--- src/rtl/sic_pkg.sv ---
package sic_pkg;
    typedef enum logic [2:0] {
        REG_EN      = 3'd0,
        REG_EN_SET  = 3'd1,
        REG_EN_CLR  = 3'd2,
        REG_MODE    = 3'd3,
        REG_POL     = 3'd4,
        REG_ACK     = 3'd5,
        REG_STAT    = 3'd6,
        REG_ROUTE   = 3'd7
    } sic_reg_e;
endpackage

--- src/rtl/sic_sync.sv ---
module sic_sync #(
    parameter int N = 32
) (
    input  logic         clk,
    input  logic         rst_n,
    input  logic [N-1:0] raw,
    output logic [N-1:0] lvl,
    output logic [N-1:0] prev
);
    typedef struct packed {
        logic [N-1:0] s1;
        logic [N-1:0] s2;
        logic [N-1:0] s3;
    } sync_t;

    sync_t st_d, st_q;

    always_comb begin
        st_d.s1 = raw;
        st_d.s2 = st_q.s1;
        st_d.s3 = st_q.s2;
    end

    always_ff @(posedge clk) begin
        if (!rst_n) st_q <= '0;
        else        st_q <= st_d;
    end

    assign lvl  = st_q.s2;
    assign prev = st_q.s3;
endmodule

--- src/rtl/sic_capture.sv ---
module sic_capture #(
    parameter int N = 32
) (
    input  logic         clk,
    input  logic         rst_n,
    input  logic [N-1:0] lvl,
    input  logic [N-1:0] prev,
    input  logic [N-1:0] mode,
    input  logic [N-1:0] pol,
    input  logic [N-1:0] ack,
    output logic [N-1:0] pending
);
    logic [N-1:0] edge_hit;
    logic [N-1:0] latch_d, latch_q;

    for (genvar i = 0; i < N; i++) begin : g_line
        assign edge_hit[i] = pol[i] ? (prev[i] & ~lvl[i]) : (lvl[i] & ~prev[i]);
        assign pending[i]  = mode[i] ? latch_q[i] : (lvl[i] ^ pol[i]);
    end

    always_comb begin
        latch_d = mode & ((latch_q & ~ack) | edge_hit);
    end

    always_ff @(posedge clk) begin
        if (!rst_n) latch_q <= '0;
        else        latch_q <= latch_d;
    end

    // a latched edge survives unless cleared (while still in edge mode)
    assert_edge_hold_R8: assert property (@(posedge clk) disable iff (!rst_n)
        1'b1 |=> ((($past(latch_q & ~ack)) & mode & ~latch_q) == '0));
endmodule

--- src/rtl/sic_regs.sv ---
module sic_regs
    import sic_pkg::*;
#(
    parameter int N     = 32,
    parameter int BUS_W = 32
) (
    input  logic             clk,
    input  logic             rst_n,
    input  logic             wr_en,
    input  logic             rd_en,
    input  logic [2:0]       addr,
    input  logic [BUS_W-1:0] wdata,
    input  logic [N-1:0]     status,
    output logic [N-1:0]     enable,
    output logic [N-1:0]     mode,
    output logic [N-1:0]     pol,
    output logic [N-1:0]     route,
    output logic [N-1:0]     ack,
    output logic [BUS_W-1:0] rdata
);
    typedef struct packed {
        logic [N-1:0]     en;
        logic [N-1:0]     mode;
        logic [N-1:0]     pol;
        logic [N-1:0]     route;
        logic [BUS_W-1:0] rd;
    } regs_t;

    regs_t rg_d, rg_q;
    logic [N-1:0] wbits;

    assign wbits = wdata[N-1:0];

    if (BUS_W > N) begin : g_spare
        logic unused_hi;
        assign unused_hi = ^wdata[BUS_W-1:N];
    end

    function automatic logic [BUS_W-1:0] widen(input logic [N-1:0] v);
        logic [BUS_W-1:0] r;
        r = '0;
        r[N-1:0] = v;
        return r;
    endfunction

    always_comb begin
        rg_d = rg_q;
        ack  = '0;
        if (wr_en) begin
            unique case (sic_reg_e'(addr))
                REG_EN:     rg_d.en    = wbits;
                REG_EN_SET: rg_d.en    = rg_q.en | wbits;
                REG_EN_CLR: rg_d.en    = rg_q.en & ~wbits;
                REG_MODE:   rg_d.mode  = wbits;
                REG_POL:    rg_d.pol   = wbits;
                REG_ACK:    ack        = wbits;
                REG_ROUTE:  rg_d.route = wbits;
                default:    ;
            endcase
        end
        if (rd_en) begin
            unique case (sic_reg_e'(addr))
                REG_EN, REG_EN_SET, REG_EN_CLR: rg_d.rd = widen(rg_q.en);
                REG_MODE:  rg_d.rd = widen(rg_q.mode);
                REG_POL:   rg_d.rd = widen(rg_q.pol);
                REG_ROUTE: rg_d.rd = widen(rg_q.route);
                REG_STAT:  rg_d.rd = widen(status);
                default:   rg_d.rd = '0;
            endcase
        end
    end

    always_ff @(posedge clk) begin
        if (!rst_n) rg_q <= '0;
        else        rg_q <= rg_d;
    end

    assign enable = rg_q.en;
    assign mode   = rg_q.mode;
    assign pol    = rg_q.pol;
    assign route  = rg_q.route;
    assign rdata  = rg_q.rd;

    assert_direct_load_R2: assert property (@(posedge clk) disable iff (!rst_n)
        (wr_en && addr == 3'd0) |=> (enable == $past(wdata[N-1:0])));
    assert_set_alias_R3: assert property (@(posedge clk) disable iff (!rst_n)
        (wr_en && addr == 3'd1) |=> (enable == ($past(enable) | $past(wdata[N-1:0]))));
    assert_clr_alias_R4: assert property (@(posedge clk) disable iff (!rst_n)
        (wr_en && addr == 3'd2) |=> (enable == ($past(enable) & ~$past(wdata[N-1:0]))));
endmodule

--- src/rtl/sic_cascade.sv ---
module sic_cascade #(
    parameter int NUM_LINES = 32,
    parameter int BUS_W     = 32
) (
    input  logic                 clk,
    input  logic                 rst_n,
    input  logic [NUM_LINES-1:0] src_in,
    input  logic                 bus_wr,
    input  logic                 bus_rd,
    input  logic [2:0]           bus_addr,
    input  logic [BUS_W-1:0]     bus_wdata,
    output logic [BUS_W-1:0]     bus_rdata,
    output logic                 irq_out,
    output logic                 fiq_out
);
    localparam int N = NUM_LINES;

    logic [N-1:0] lvl, prev, pending, status;
    logic [N-1:0] enable, mode, pol, route, ack;

    sic_sync #(.N(N)) u_sync (
        .clk(clk), .rst_n(rst_n), .raw(src_in), .lvl(lvl), .prev(prev)
    );

    sic_capture #(.N(N)) u_cap (
        .clk(clk), .rst_n(rst_n), .lvl(lvl), .prev(prev), .mode(mode),
        .pol(pol), .ack(ack), .pending(pending)
    );

    sic_regs #(.N(N), .BUS_W(BUS_W)) u_regs (
        .clk(clk), .rst_n(rst_n), .wr_en(bus_wr), .rd_en(bus_rd),
        .addr(bus_addr), .wdata(bus_wdata), .status(status),
        .enable(enable), .mode(mode), .pol(pol), .route(route),
        .ack(ack), .rdata(bus_rdata)
    );

    assign status  = pending & enable;
    assign irq_out = |(status & ~route);
    assign fiq_out = |(status & route);

    // an empty mask keeps both requests quiet
    assert_mask_quiet_R9: assert property (@(posedge clk) disable iff (!rst_n)
        (enable == '0) |-> (!irq_out && !fiq_out));
    // with nothing routed to the fast path it stays low
    assert_fast_route_R10: assert property (@(posedge clk) disable iff (!rst_n)
        (route == '0) |-> !fiq_out);
endmodule

--- config.mk ---
export PLATFORM = sky130hd
export DESIGN_NAME = sic_cascade
export DESIGN_NICKNAME = d
export VERILOG_FILES = /design/src/rtl/sic_pkg.sv /design/src/rtl/sic_sync.sv /design/src/rtl/sic_capture.sv /design/src/rtl/sic_regs.sv /design/src/rtl/sic_cascade.sv
export SDC_FILE = /design/constraint.sdc
export NUM_CORES = 1
export LEC_CHECK = 0
export CAP_MARGIN = 20
export CORE_UTILIZATION = 35
export CTS_BUF_LIST = sky130_fd_sc_hd__clkbuf_16
export CTS_CLUSTER_SIZE = 40
export DETAILED_ROUTE_END_ITERATION = 6
export MAX_ROUTING_LAYER = met4
export PLACE_DENSITY = 0.62
export SYNTH_ARGS = -nofsm -noshare
export SYNTH_HDL_FRONTEND = slang
export SYNTH_HIERARCHICAL = 1
export SYNTH_SLANG_ARGS = --single-unit
--- constraint.sdc ---
create_clock -name clk -period 3.39 [get_ports clk]
set_clock_uncertainty 0.15 [all_clocks]
set_input_delay 0.678 -clock clk [delete_from_list [all_inputs] [get_ports clk]]
set_output_delay 0.678 -clock clk [all_outputs]
set_load 0.1 [all_outputs]
==> qor.yml <==
htreeDepth: 2
worstPathCellList: "xnor2_1, o21ai_0, nand2_2, o22ai_1, nor4_2, buf_4, nand4_1, buf_4"
avgSynthCellArea_um2: 8.378
yosys_warnings: 6
whs_ns: 0.2763
cts_buffer_depth: 3
synth-seq-area-share: 0.4489
slew_headroom: 0.4408
yosys.area.top_type: "dfxtp_1"
cts_buffers: 34
cellPowerDensity_nw_per_um2: 508.5
setup_slack_ns: 0.08727
min_period_ns: 3.303
wl_um: 36320
start_kind: "flip-flop"
num_rows: 69
grt_pass1_vias: 10229
clkPwrFrac: 0.454
finalSetupViolCount: 0
period_share: 0.9743
crit_buf_inv: 2
synth_edf_count: 0
tns_ns: 0
critPathRequiredTime_ns: 2.56
cts_tree: "yes"
hp-class: "reg2reg"
overflow: 0
globalplace.congestion: 0.8893
die_w_um: 193.6
drt.antenna.violating_nets: 0
drc: 0
power.switching_mw: 1.858
drive_above_1_share: 0.1035
nNetsFinal: 1654
worst_path_dominant_cell_family: "simple AND/OR/NAND/NOR gates"
grtUsageTotal: 0.1945
run_status: "finished clean"
fp.coreArea_um2: 35830
synth_nets: 1604
port_buffers: 104
floorplan.die_area_um2: 37470
fmax_ghz: 0.3028
synth-main-ff-cell: "dfxtp_1"
hpwl_um: 23800
yosysUniqueCellTypes: 41
critPathMaxFanout: 5
wl_per_cell_um: 17.58
start_util: 0.3585
async_reset_ff_frac: 0
place_ws_ns: 0.3632
cp.arrival_ns: 2.47
p_comb_frac: 0.084
regArea_um2: 5801
slew_viol_final: 0
end_kind: "primary output"
grt_pass1_wl_um: 56750
cap_violations: 0
clock_sinks: 288
drt_iter0_drc: 805
hold_viol_final: 0
power.share.switching: 0.2417
vdd_drop_max_v: 0.0002536
io_pins: 105
fillers: 3576
clkSlewWorstSetupHoldPaths_ns: 0.06
syn_to_final_growth_pct: 17.68
die_h_um: 193.6
grt_start_max_net_pins: 106
multiInputGateArea_um2: 6251
slowest_delay_ns: 0.40
synth_top_area_share: 0.4489
post_drt_via_cell_ratio: 5.280
synthCells: 1533
clockRootBuffer: "clkbuf_16"
postLayoutCoreUtil: 0.4219
finalPower_mw: 7.686
clock_latency_ns: 0.52
tightest_slew_ns: 0.8370
intPower_mw: 5.828
synth_area_um2: 12840
firstDrtPassIters: 5
synth_most_common_cell: "nand2_1"
ys_ff_latch: 288
vias: 10909
synth_common_cells: "nand2_1 (377), dfxtp_1 (288), and2_1 (96)"
p_seq_frac: 0.462
critPathKind: "reg2out"
crit_path_frequent_cell: "buf_4"
p_leak_nw: 5.380
crit_slowest_cell: "dfxtp_1"
antenna_found_initial: 1
yosys-top-cells-area: "dfxtp_1 (45%), nand2_1 (11%), and2_1 (4.7%), o21ai_0 (3.6%), a21boi_0 (3.4%)"
[repair_timing]
item                       4_1_cts  5_1_grt
setup endpoints to repair        1        2
resized for setup                1       29
hold buffers                     0        0
buffers inserted                 0        4
pin swaps                        0       10
[state kept, by name (all words and copies together) (netlist names)]
| register | flops |
|---|---|
| u_regs/pol | 32 |
| u_regs/route | 32 |
| u_regs/enable | 32 |
| u_sync/lvl | 32 |
| u_regs/rdata | 32 |
| u_cap/latch_q | 32 |
| u_regs/mode | 32 |
| u_sync/prev | 32 |
| u_sync/st_d | 32 |
[layout by cell type, fill, tap and decap left out, types with 4 or more instances in the layout]
| cell type | Yosys | routed |
|---|---|---|
| nand2_1 | 377 | 377 |
| dfxtp_1 | 288 | 268 |
| and2_1 | 96 | 96 |
| o21ai_0 | 93 | 92 |
| buf_4 | 38 | 68 |
| clkdlybuf4s50_1 | 0 | 67 |
| nor2_1 | 64 | 64 |
| a21boi_0 | 59 | 59 |
| o22ai_1 | 47 | 47 |
| a21boi_1 | 38 | 38 |
| clkbuf_16 | 0 | 37 |
| inv_1 | 26 | 34 |
| nand2b_1 | 34 | 34 |
| nand3b_1 | 33 | 33 |
| xnor2_1 | 32 | 32 |
| or3b_1 | 32 | 32 |
| a31oi_1 | 32 | 32 |
| a221oi_1 | 32 | 32 |
| a32oi_1 | 32 | 32 |
| mux2i_1 | 31 | 31 |
| dfxtp_2 | 0 | 16 |
| a22oi_1 | 12 | 10 |
| inv_2 | 7 | 8 |
| nand2_2 | 7 | 7 |
| nand4_1 | 6 | 6 |
| clkinv_1 | 0 | 6 |
| a22oi_2 | 3 | 5 |
| buf_12 | 0 | 5 |
| nand3_1 | 4 | 4 |
| dfxtp_4 | 0 | 4 |
[logic make-up (layout without fill, tap and decap cells)]
family,count (synthesis),count (layout),synth area share
simple gates,665,665,0.2476
mux,32,32,0.02504
compound gates,354,354,0.1894
xor+xnor,32,32,0.02182
buf+inv,162,233,0.06722
flops,288,288,0.4489
other cells,0,1,0
[cell type report]
cell class | instances | share of cell area
Multi-Input combinational cell | 1083 | 0.4136
Sequential cell | 288 | 0.3838
Clock inverter | 20 | 0.008692
Antenna cell | 1 | 0.0001656
Inverter | 33 | 0.008195
Timing Repair Buffer | 143 | 0.08618
Tap cell | 461 | 0.03816
Clock buffer | 37 | 0.06126
[power by group through the flow]
stage	clock network, mW	registers (mW)	logic (mW)
final	3.49	3.55	0.643
after global routing	3.70	3.56	0.693
after CTS	3.57	3.55	0.641
after global placement	0	3.62	0.634
after detailed placement	0	3.63	0.639
after floorplan	0	3.64	0.384
[per-stage QoR]
stage               cells  cell area (µm²)
floorplan            1533            12840
global placement     2004            13970
detailed placement   2004            13970
CTS                  2061            15030
global route         2066            15110
finish               2066            15110
[path summary, 6_finish.rpt]
path                                       from                to  slack, ns  depth (start not counted)
worst max-delay path             u_regs/pol[24]           irq_out       0.09                          8
worst min-delay path            u_sync/st_d[38]     u_sync/lvl[6]       0.28                          1
worst max register to register   u_regs/pol[12]  u_regs/rdata[12]       1.45                          8
worst min register to register  u_sync/st_d[38]     u_sync/lvl[6]       0.28                          1
[layer usage]
layer  track usage  vias up  part of all wire
li1              -     5321                 -
met1        0.2461     5212              0.45
met2        0.3173      316              0.48
met3       0.02824       60             0.053
met4       0.06489        0             0.025
met5             -        -                 0
No activity file was read; power rests on OpenSTA's default activity.
